## src/rtl/alu_sel_pkg.sv

```systemverilog
`timescale 1ns/1ps
package alu_sel_pkg;

  localparam int NUM_ROWS = 15;
  localparam int NFLAG    = 5;

  typedef enum logic [2:0] {OP_ADD = 3'd0, OP_AND = 3'd1, OP_OR = 3'd2,
                            OP_SEXT = 3'd3, OP_SHR = 3'd4} alu_op_e;

  typedef enum logic [2:0] {CS_CARRY = 3'd0, CS_NCARRY = 3'd1, CS_MSB = 3'd2,
                            CS_AB0 = 3'd3, CS_ZERO = 3'd4} cout_src_e;

  typedef enum logic [1:0] {CI_ZERO = 2'd0, CI_ONE = 2'd1, CI_X = 2'd2,
                            CI_NX = 2'd3} cin_e;

  // flag bit order: X N Z V C
  localparam logic [NFLAG-1:0] F_NONE = 5'b00000;
  localparam logic [NFLAG-1:0] F_ALL  = 5'b11111;
  localparam logic [NFLAG-1:0] F_NZVC = 5'b01111;
  localparam logic [NFLAG-1:0] F_NZC  = 5'b01101;
  localparam logic [NFLAG-1:0] F_NZ   = 5'b01100;
  localparam logic [NFLAG-1:0] F_C    = 5'b00001;

  typedef struct packed {
    alu_op_e   op;
    logic      inv_b;
    cin_e      cin;
    cout_src_e csrc;
    logic      shin;
  } alu_ctrl_t;

  typedef struct packed {
    alu_ctrl_t        ctrl;
    logic [NFLAG-1:0] set_first;
    logic [NFLAG-1:0] set_last;
  } row_ent_t;

  function automatic row_ent_t mk_row(alu_op_e op, logic inv, cin_e ci,
                                      cout_src_e cs, logic [NFLAG-1:0] fa,
                                      logic [NFLAG-1:0] fb);
    row_ent_t e;
    e.ctrl.op    = op;
    e.ctrl.inv_b = inv;
    e.ctrl.cin   = ci;
    e.ctrl.csrc  = cs;
    e.ctrl.shin  = 1'b0;
    e.set_first  = fa;
    e.set_last   = fb;
    return e;
  endfunction

  // column-1 entry of each row (stub opcode decode)
  function automatic row_ent_t row_entry(input logic [3:0] row);
    case (row)
      4'd1:    return mk_row(OP_ADD,  1'b0, CI_ZERO, CS_CARRY,  F_ALL,  F_NZ);
      4'd2:    return mk_row(OP_ADD,  1'b1, CI_ONE,  CS_NCARRY, F_ALL,  F_NZ);
      4'd3:    return mk_row(OP_ADD,  1'b1, CI_ONE,  CS_NCARRY, F_NZVC, F_NZ);
      4'd4:    return mk_row(OP_ADD,  1'b0, CI_X,    CS_CARRY,  F_ALL,  F_NZ);
      4'd5:    return mk_row(OP_ADD,  1'b1, CI_NX,   CS_NCARRY, F_ALL,  F_NZ);
      4'd6:    return mk_row(OP_AND,  1'b0, CI_ZERO, CS_ZERO,   F_NZVC, F_NONE);
      4'd7:    return mk_row(OP_OR,   1'b0, CI_ZERO, CS_ZERO,   F_NZVC, F_NONE);
      4'd8:    return mk_row(OP_AND,  1'b1, CI_ZERO, CS_ZERO,   F_NZVC, F_NONE);
      4'd9:    return mk_row(OP_ADD,  1'b0, CI_ZERO, CS_ZERO,   F_NONE, F_NONE);
      4'd10:   return mk_row(OP_OR,   1'b1, CI_ZERO, CS_ZERO,   F_NZVC, F_NONE);
      4'd11:   return mk_row(OP_SEXT, 1'b0, CI_ZERO, CS_ZERO,   F_NZVC, F_NONE);
      4'd12:   return mk_row(OP_SHR,  1'b0, CI_ZERO, CS_AB0,    F_ALL,  F_NONE);
      4'd13:   return mk_row(OP_ADD,  1'b0, CI_ONE,  CS_CARRY,  F_ALL,  F_NZ);
      4'd14:   return mk_row(OP_OR,   1'b0, CI_ZERO, CS_MSB,    F_C,    F_NONE);
      default: return mk_row(OP_OR,   1'b0, CI_ZERO, CS_ZERO,   F_NONE, F_NONE);
    endcase
  endfunction

endpackage

```

## src/rtl/alu_sel_decode.sv

```systemverilog
`timescale 1ns/1ps
module alu_sel_decode
  import alu_sel_pkg::*;
#(
  parameter int OPC_W    = 16,
  parameter int COL_W    = 3,
  parameter int SIZE_LSB = 6
) (
  input  logic [OPC_W-1:0] opcode,
  input  logic [COL_W-1:0] col_sel,
  input  logic             ucyc_first,
  input  logic             ucyc_last,
  output alu_ctrl_t        ctrl,
  output logic [NFLAG-1:0] flag_we,
  output logic             hold,
  output logic             byte_mode
);

  localparam int LINE_W = 4;

  logic [LINE_W-1:0] line_raw;
  logic [LINE_W-1:0] row;
  row_ent_t          ent;

  assign line_raw  = opcode[OPC_W-1 -: LINE_W];
  assign row       = (line_raw == LINE_W'(NUM_ROWS)) ? '0 : line_raw;
  assign byte_mode = (opcode[SIZE_LSB +: 2] == 2'b00);

  always_comb begin
    ent          = row_entry(row);
    ctrl.op      = OP_ADD;
    ctrl.inv_b   = 1'b0;
    ctrl.cin     = CI_ZERO;
    ctrl.csrc    = CS_ZERO;
    ctrl.shin    = 1'b0;
    flag_we      = F_NONE;
    hold         = 1'b0;
    case (col_sel)
      COL_W'(1): begin
        ctrl = ent.ctrl;
        if (ucyc_first)     flag_we = ent.set_first;
        else if (ucyc_last) flag_we = ent.set_last;
      end
      COL_W'(2): ctrl.op = OP_ADD;
      COL_W'(3): begin
        ctrl.op = OP_AND;
        flag_we = F_NZ;
      end
      COL_W'(4), COL_W'(6): begin
        ctrl.op   = OP_SHR;
        ctrl.csrc = CS_AB0;
        ctrl.shin = (col_sel == COL_W'(6));
        flag_we   = F_NZC;
      end
      COL_W'(5): begin
        ctrl.op = OP_SEXT;
        flag_we = F_NZ;
      end
      default: hold = 1'b1;
    endcase
  end

endmodule

```

## src/rtl/alu_sel_core.sv

```systemverilog
`timescale 1ns/1ps
module alu_sel_core
  import alu_sel_pkg::*;
#(
  parameter int DATA_W = 16,
  parameter int BYTE_W = 8
) (
  input  logic              clk,
  input  logic              rst_n,
  input  alu_ctrl_t         ctrl,
  input  logic [DATA_W-1:0] a_in,
  input  logic [DATA_W-1:0] b_in,
  input  logic              x_in,
  output logic [DATA_W-1:0] res,
  output logic [NFLAG-1:0]  flag_val
);

  localparam int MSB = DATA_W - 1;

  function automatic logic [DATA_W:0] add_w(input logic [DATA_W-1:0] x,
                                            input logic [DATA_W-1:0] y,
                                            input logic ci);
    return {1'b0, x} + {1'b0, y} + {{DATA_W{1'b0}}, ci};
  endfunction

  function automatic logic [DATA_W-1:0] sext_byte(input logic [DATA_W-1:0] x);
    return {{(DATA_W-BYTE_W){x[BYTE_W-1]}}, x[BYTE_W-1:0]};
  endfunction

  logic [DATA_W-1:0] bb;
  logic              cin_v;
  logic [DATA_W:0]   sum;
  logic              carry;
  logic              ovf;
  logic              cout;

  always_comb begin
    bb = ctrl.inv_b ? ~b_in : b_in;
    case (ctrl.cin)
      CI_ONE:  cin_v = 1'b1;
      CI_X:    cin_v = x_in;
      CI_NX:   cin_v = ~x_in;
      default: cin_v = 1'b0;
    endcase
    sum   = add_w(a_in, bb, cin_v);
    carry = sum[DATA_W];
    case (ctrl.op)
      OP_AND:  res = a_in & bb;
      OP_OR:   res = a_in | bb;
      OP_SEXT: res = sext_byte(bb);
      OP_SHR:  res = {ctrl.shin, a_in[MSB:1]};
      default: res = sum[MSB:0];
    endcase
    ovf = (ctrl.op == OP_ADD) && (a_in[MSB] == bb[MSB]) && (res[MSB] != a_in[MSB]);
    case (ctrl.csrc)
      CS_CARRY:  cout = carry;
      CS_NCARRY: cout = ~carry;
      CS_MSB:    cout = res[MSB];
      CS_AB0:    cout = a_in[0];
      default:   cout = 1'b0;
    endcase
    flag_val = {cout, res[MSB], (res == '0), ovf, cout};
  end

  // the shifter fills bit MSB with the requested shift-in value
  a_r4_shift_fill: assert property (@(posedge clk) disable iff (!rst_n)
    (ctrl.op == OP_SHR) |-> (res[MSB] == ctrl.shin));

  // overflow is only reported by the adder
  a_r6_logic_v_clear: assert property (@(posedge clk) disable iff (!rst_n)
    (ctrl.op != OP_ADD) |-> !flag_val[1]);

  // a plain subtract reports a borrow exactly when A < B unsigned
  a_r9_sub_borrow: assert property (@(posedge clk) disable iff (!rst_n)
    (ctrl.op == OP_ADD && ctrl.inv_b && ctrl.cin == CI_ONE && ctrl.csrc == CS_NCARRY)
      |-> (flag_val[0] == (a_in < b_in)));

endmodule

```

## src/rtl/alu_func_select.sv

```systemverilog
`timescale 1ns/1ps
module alu_func_select
  import alu_sel_pkg::*;
#(
  parameter int DATA_W = 16,
  parameter int BYTE_W = 8,
  parameter int COL_W  = 3
) (
  input  logic              clk,
  input  logic              rst_n,
  input  logic [15:0]       opcode,
  input  logic [COL_W-1:0]  col_sel,
  input  logic              ucyc_first,
  input  logic              ucyc_last,
  input  logic [DATA_W-1:0] a_in,
  input  logic [DATA_W-1:0] b_in,
  input  logic [DATA_W-1:0] dst_in,
  output logic              hold,
  output logic [2:0]        alu_func,
  output logic [2:0]        carry_src,
  output logic [NFLAG-1:0]  flag_we,
  output logic [DATA_W/BYTE_W-1:0] byte_we,
  output logic [DATA_W-1:0] alu_q,
  output logic [NFLAG-1:0]  flags,
  output logic [DATA_W-1:0] dst_out
);

  localparam int NBYTE = DATA_W / BYTE_W;
  localparam int X_BIT = NFLAG - 1;

  alu_ctrl_t         ctrl;
  logic              byte_mode;
  logic [DATA_W-1:0] res;
  logic [NFLAG-1:0]  flag_val;

  alu_sel_decode #(.OPC_W(16), .COL_W(COL_W), .SIZE_LSB(6)) u_dec (
    .opcode     (opcode),
    .col_sel    (col_sel),
    .ucyc_first (ucyc_first),
    .ucyc_last  (ucyc_last),
    .ctrl       (ctrl),
    .flag_we    (flag_we),
    .hold       (hold),
    .byte_mode  (byte_mode)
  );

  alu_sel_core #(.DATA_W(DATA_W), .BYTE_W(BYTE_W)) u_core (
    .clk      (clk),
    .rst_n    (rst_n),
    .ctrl     (ctrl),
    .a_in     (a_in),
    .b_in     (b_in),
    .x_in     (flags[X_BIT]),
    .res      (res),
    .flag_val (flag_val)
  );

  assign alu_func  = ctrl.op;
  assign carry_src = ctrl.csrc;

  always_ff @(posedge clk) begin
    if (!rst_n) begin
      alu_q <= '0;
      flags <= '0;
    end else if (!hold) begin
      alu_q <= res;
      flags <= (flags & ~flag_we) | (flag_val & flag_we);
    end
  end

  // byte lanes: lane 0 always written, upper lanes only outside byte mode
  for (genvar gi = 0; gi < NBYTE; gi++) begin : g_lane
    if (gi == 0) begin : g_low
      assign byte_we[gi] = 1'b1;
      assign dst_out[gi*BYTE_W +: BYTE_W] = alu_q[gi*BYTE_W +: BYTE_W];
    end else begin : g_high
      assign byte_we[gi] = ~byte_mode;
      assign dst_out[gi*BYTE_W +: BYTE_W] = byte_mode ? dst_in[gi*BYTE_W +: BYTE_W]
                                                      : alu_q[gi*BYTE_W +: BYTE_W];
    end
  end

  // an idle column leaves the output and flag registers untouched
  a_r3_hold_freezes: assert property (@(posedge clk) disable iff (!rst_n)
    hold |=> ($stable(alu_q) && $stable(flags)));

  // a flag changes only where its enable was raised in the cycle before
  a_r6_flag_we_gates: assert property (@(posedge clk) disable iff (!rst_n)
    1'b1 |=> (((flags ^ $past(flags)) & ~$past(flag_we)) == '0));

endmodule

```

## config.mk

```make
export PLATFORM = sky130hd
export DESIGN_NAME = alu_func_select
export DESIGN_NICKNAME = d
export VERILOG_FILES = /design/src/rtl/alu_sel_pkg.sv /design/src/rtl/alu_sel_decode.sv /design/src/rtl/alu_sel_core.sv /design/src/rtl/alu_func_select.sv
export SDC_FILE = /design/constraint.sdc
export NUM_CORES = 1
export LEC_CHECK = 0
export ABC_CLOCK_PERIOD_IN_PS = 13200
export CAP_MARGIN = 25
export CELL_PAD_IN_SITES_DETAIL_PLACEMENT = 0
export CELL_PAD_IN_SITES_GLOBAL_PLACEMENT = 1
export CORE_UTILIZATION = 35
export DETAILED_ROUTE_END_ITERATION = 7
export HOLD_SLACK_MARGIN = 0.03
export PLACE_DENSITY = 0.95
export SETUP_SLACK_MARGIN = 0.1
export SLEW_MARGIN = 40
export SYNTH_ARGS = -nofsm -noshare
export SYNTH_HDL_FRONTEND = slang
export SYNTH_SLANG_ARGS = --single-unit
export TNS_END_PERCENT = 20
```

## constraint.sdc

```tcl
create_clock -name clk -period 13.2 [get_ports clk]
set_clock_uncertainty 0.05 [all_clocks]
set_input_delay 2.64 -clock clk [delete_from_list [all_inputs] [get_ports clk]]
set_output_delay 2.64 -clock clk [all_outputs]
set_load 0.05 [all_outputs]
```

==> impl_metrics.csv, run 1 <==
group,metric,value,unit
yosys,ys_seq_area_frac,0.121,
setup_path,path_cells,"clkdlybuf4s50_1, ha_1, nand3_1, and2_1, ha_1, or3b_4, and2_4, a21oi_2, buf_4, clkdlybuf4s50_1",
cts,htreeDepth,1,
grt,grt_overflow,0,
sta,worstMarginPinSlew,792,ps
pwr,internal-power,0.182,mW
cells_and_area,final_util,0.467,
yosys,ys_types,76,
sta,rsz0062_at_grt,"false",
cts,ctsHoldBuffers,0,
pwr,seq_power_share,0.215,
route,ant_nets,0,
sta,post-route-period-util,0.680,
setup_path,r2r_end,"alu_q[12]",
floorplan,die-area,10300,um2
cells_and_area,multi_input_area,2680,um2
grt,antenna_found_initial,0,
pwr,p_leak,1.93,nW
yosys,netlist_area,3480,um2
setup_path,r2r.worst_path.cells,16,
sta,drv_slew,0,
sta,timing.setup.tns,0,ps
sta,period_needed,8980,ps
yosys,synth.area.top_cells,"ha_1 (14%), dfxtp_1 (12%), inv_1 (4.9%)",
yosys,synth_seq_cells,21,
worst_hold_path,hold_class,"reg2reg",
sta,slew_headroom,0.458,
pwr,irDropWorstVdd,51.4,uV
yosys,ys.flop_type,"dfxtp_1",
cts,insertion_delay,250,ps
yosys,yosysTopAreaCellShare,0.144,
yosys,synth-async-reset-ratio,0,
cells_and_area,area_delta_synth_final,30.0,%
floorplan,die_h,102,um
setup_path,start_kind,"input pin",
cells_and_area,num_antenna_cells,0,
cells_and_area,fillCellCount,959,
floorplan,num_rows,36,
route,viasPerCell,5.36,
yosys,synthCells,462,
pwr,power_density,77.8,nW/um2
pwr,clockPowerShare,0.115,
yosys,synth_common_cells,"inv_1 (45), nand2_1 (42), ha_1 (40), nor2_1 (39), a21oi_1 (31)",
sta,max_freq,111,MHz
setup_path,r2r_slack,9190,ps
floorplan,die_w,102,um
pwr,p_total,0.352,mW
route,dr_total_vias,3608,
cts,cts_tree,"yes",
yosys,yosysTopAreaCell,"ha_1",
setup_path,critPathArrivalTime,6290,ps
yosys,synth_edf_count,0,
setup_path,worstSetupEndpointType,"output pin",
cells_and_area,drive_gt1_frac,0.0741,
grt,grt_pass1_vias,3328,
yosys,syn_avg_cell_area,7.53,um2
grt,grt_max_degree,23,
worst_hold_path,worst_hold_startpoint,"alu_q[0]",
route,wl_per_cell,15.1,um
cells_and_area,final-seq-area,420,um2
run,maxCapViolations,0,
yosys,yosysMostFrequentCell,"inv_1",
cts,path_clk_slew,70,ps
yosys,synth_fp_nets,575,
sta,final-hold-violation-count,0,
setup_path,cp_max_fo,14,
floorplan,initial_utilization,0.359,
cts,cts_buffer_depth,2,
cts,cts-root-buf,"clkbuf_8",
grt,grtUsageTotal,0.196,
setup_path,slowest_delay,830,ps
cells_and_area,fin_nets,654,
worst_hold_path,hold_depth,2,
route,drc,0,
pwr,sw_frac_of_total,0.482,
pwr,p_comb_frac,0.670,
run_status,outcome,"complete, no violations",
route,initialDrtViolationCount,219,
sta,setup_viol,0,
pwr,p_switching,0.170,mW
place,gp_congestion,0.930,
floorplan,pin_count,122,
place,port_buffers,102,
setup_path,critPathSlowestCell,"clkdlybuf4s50_1",
cts,cts_sinks,21,
cts,cts_resized,0,
setup_path,required,10510,ps
cts,cts_setup_buffers,0,
cts,cts_made_buffers,3,
grt,grt_pass1_wl,16200,um
worst_hold_path,hold_end,"alu_q[0]",
place,place_hpwl,8230,um
setup_path,setup.worst_path.class,"in2out",
yosys,ys_warn_count,0,
route,wl,10200,um
floorplan,core_area,9680,um2
route,drtPass1Iterations,6,
power groups by stage:
stage / Clock, mW / Sequential, mW / Combinational [mW]
detailed placement: 0 / 0.0773 / 0.233
global route: 0.0434 / 0.0769 / 0.253
floorplan: 0 / 0.0999 / 0.143
finish: 0.0404 / 0.0756 / 0.236
CTS: 0.0413 / 0.0758 / 0.234
global placement: 0 / 0.0768 / 0.229
kinds of logic (layout without fill, tap and decap cells):
| family | count (synthesis) | after routing | share of synthesized area |
|---|---|---|---|
| fa+ha+maj | 42 | 42 | 0.155 |
| compound gates | 136 | 136 | 0.291 |
| xor+xnor | 29 | 29 | 0.0751 |
| buf+inv | 77 | 155 | 0.110 |
| simple gates | 143 | 143 | 0.206 |
| other cells | 1 | 1 | 0.00108 |
| flops | 21 | 21 | 0.121 |
| mux | 13 | 13 | 0.0406 |
worst max path at each step:
stage                              to  startpoint  depth (start not counted)
after floorplan            flag_we[3]  opcode[13]                         11
after global placement    alu_func[0]  opcode[13]                         10
after detailed placement  alu_func[0]  opcode[13]                         10
after CTS                 alu_func[0]  opcode[13]                         10
after global routing      alu_func[0]  opcode[13]                         10
final                     alu_func[0]  opcode[13]                         10
cell type report:
cell class,instances,area share
clock buffer,4,0.00996
inverter,48,0.0398
multi-input combinational,364,0.593
sequential,21,0.0929
tap,133,0.0368
timing repair buffer,103,0.227
cells in the final DEF (no fill, tap or decap), drive strengths merged, types with 5 or more instances in the layout:
cell type / netlist / final
clkdlybuf4s50: 0 / 102
inv: 47 / 47
nand2: 42 / 42
nor2: 41 / 41
ha: 40 / 40
a21oi: 34 / 34
o21ai: 25 / 25
dfxtp: 21 / 21
xnor2: 18 / 18
xor2: 11 / 11
nor3: 10 / 10
mux2: 9 / 9
nand3: 8 / 8
nand2b: 8 / 8
a211oi: 8 / 8
a221oi: 8 / 8
nor2b: 7 / 7
a21o: 7 / 7
a22oi: 7 / 7
a211o: 5 / 5
and2: 5 / 5
o22ai: 5 / 5
stage by stage:
| stage | std cells | hold slack (ps) | setup WS [ps] | instance area [um2] |
|---|---|---|---|---|
| after floorplan | 462 | 411 | 5920 | 3480 |
| after global placement | 669 | 411 | 4280 | 4470 |
| after CTS | 673 | 430 | 4240 | 4520 |
| after global routing | 673 | 455 | 4040 | 4520 |
| after detailed placement | 669 | 420 | 4260 | 4470 |
| final | 673 | 422 | 4220 | 4520 |
worst max-delay path: cells and delay by family:
kind	cells	cell delay, ps
fa+ha+maj	2	680
buf+inv	3	1750
simple gates	4	1080
compound gates	1	130
layer usage:
layer  vias to the layer above  wire (um)  track usage
met2                       164       4720        0.338
met4                         0        102       0.0457
li1                       1777          -            -
met5                         -          0            0
met1                      1657       4600        0.257
met3                        10        747       0.0262
No activity file was read; power rests on OpenSTA's default activity.
==> run 2, diff against run 1 <==
- ABC_CLOCK_PERIOD_IN_PS: 13200 -> 7500
- CORE_UTILIZATION: 35 -> 30
- PLACE_DENSITY: 0.95 -> 0.89
- clock period: 13.2 -> 7.5 ns (I/O delays scaled with it)
==> impl_metrics.csv, run 2 (synthesized netlist as in run 1, its figures left out) <==
group,metric,value,unit
run_status,outcome,"complete, no violations",
place,dp_cells,678,
pwr,p_comb_frac,0.630,
setup_path,worstSetupEndpointType,"output pin",
setup_path,start_kind,"input pin",
sta,layout_setup_ws,907,ps
grt,grt_pass1_wl,17300,um
cts,cts_setup_buffers,0,
grt,grtUsageTotal,0.182,
route,initialDrtViolationCount,231,
cts,cts_buffer_depth,2,
cells_and_area,mostFrequentLayoutCells,"clkdlybuf4s50_1 (102), inv_1 (45), nand2_1 (42)",
cts,cts_sinks,21,
place,place_area,4500,um2
place,place_hpwl,8890,um
route,wl_met1,4770,um
pwr,clockPowerShare,0.168,
route,viasPerCell,5.39,
sta,final-hold-violation-count,0,
cells_and_area,fin_nets,656,
route,wl,10800,um
cts,cts-root-buf,"clkbuf_16",
setup_path,critPathArrivalTime,5040,ps
grt,grt_pass1_vias,3492,
cts,insertion_delay,250,ps
cts,ctsHoldBuffers,0,
sta,worstMarginPinSlew,670,ps
route,met3_length,821,um
floorplan,initial_utilization,0.314,
pwr,p_switching,0.308,mW
sta,slew_headroom,0.553,
grt,grt_max_degree,23,
cts,cts_tree,"yes",
sta,post-route-period-util,0.879,
sta,whs,421,ps
floorplan,core_area,11100,um2
setup_path,required,5950,ps
cells_and_area,area_delta_synth_final,31.5,%
cells_and_area,drive_gt1_frac,0.0775,
floorplan,pin_count,122,
sta,rsz0062_at_grt,"false",
cells_and_area,finalInstanceArea,4580,um2
cells_and_area,instances_no_fill,682,
sta,drv_slew,0,
route,drtPass1Iterations,5,
cells_and_area,num_antenna_cells,0,
run,maxCapViolations,0,
route,highest_layer,"met4",
setup_path,setup.worst_path.class,"in2out",
pwr,seq_power_share,0.202,
pwr,irDropWorstVdd,141,uV
sta,max_freq,152,MHz
floorplan,die_w,110,um
route,dr_total_vias,3675,
pwr,internal-power,0.356,mW
route,ant_nets,0,
worst_hold_path,hold_class,"reg2reg",
cts,htreeDepth,1,
cts,path_clk_slew,60,ps
place,gp_congestion,0.872,
place,dp_slack,611,ps
route,wl_per_cell,15.8,um
pwr,power_density,145,nW/um2
cts,cts_resized,0,
place,port_buffers,102,
cells_and_area,fillCellCount,1170,
route,dr_wl_met2,5100,um
floorplan,die_h,110,um
sta,setup_viol,0,
floorplan,die-area,12000,um2
cells_and_area,layout_commonest_cell,"clkdlybuf4s50_1",
grt,grt_overflow,0,
sta,timing.setup.tns,0,ps
route,drc,0,
setup_path,cp_max_fo,11,
pwr,p_leak,1.95,nW
sta,period_needed,6590,ps
cts,cts_made_buffers,3,
pwr,sw_frac_of_total,0.463,
grt,antenna_found_initial,0,
floorplan,num_rows,38,
[run 2: cell types whose count changed in the layout (fill, tap and decap cells not counted), sizes merged]
cell / delta
buf: +2
[run 2: layer usage]
| metal | track usage | vias to the layer above |
|---|---|---|
| met5 | 0 | - |
| met4 | 0.0390 | 0 |
| met3 | 0.0148 | 8 |
| met2 | 0.323 | 161 |
| met1 | 0.240 | 1728 |
| li1 | - | 1778 |
[run 2: final timing paths]
path | from | to | slack, ps | cells after the start
worst min register to register | flop | flop | 420 | 2
worst max-delay path | opcode[13] | alu_func[1] | 910 | 11
worst max register to register | flop | alu_q[12] | 3530 | 16
worst min-delay path | flop | flop | 420 | 2
[run 2: worst max-delay path: stages]
cell             delay (ps)
clkdlybuf4s50_1         690
ha_1                    370
nand3_1                 200
and2_1                  270
inv_1                    90
ha_1                    240
a21oi_4                  70
nor2_2                  290
o21ai_1                 170
inv_1                   270
clkdlybuf4s50_1         870
[run 2: final cells by class]
type / count / area (um2) / share of cell area
multi-input cells: 364 / 2680 / 0.585
clock buffers: 4 / 78.8 / 0.0172
inverters: 48 / 180 / 0.0394
flip-flops and latches: 21 / 420 / 0.0919
repair buffers: 105 / 1040 / 0.228
well taps: 140 / 175 / 0.0383
[run 2: through the flow]
step                 util  total power [mW]
finish              0.413             0.664
detailed placement  0.406             0.551
CTS                 0.413             0.662
global route        0.413             0.705
global placement    0.406             0.543
floorplan               -             0.428
[run 2: power by group through the flow]
stage | Clock, mW | Combinational (mW) | Sequential, mW
after global placement | 0 | 0.407 | 0.136
after CTS | 0.112 | 0.416 | 0.135
after detailed placement | 0 | 0.414 | 0.137
after global routing | 0.119 | 0.450 | 0.136
final | 0.112 | 0.418 | 0.134
after floorplan | 0 | 0.252 | 0.176
==> run 3, diff against run 2 <==
- CTS_CLUSTER_DIAMETER: default -> 40
- GPL_ROUTABILITY_DRIVEN: default -> 0
==> results of run 3 <==
No change in the layout: final DEF, timing and power equal those of run 2.
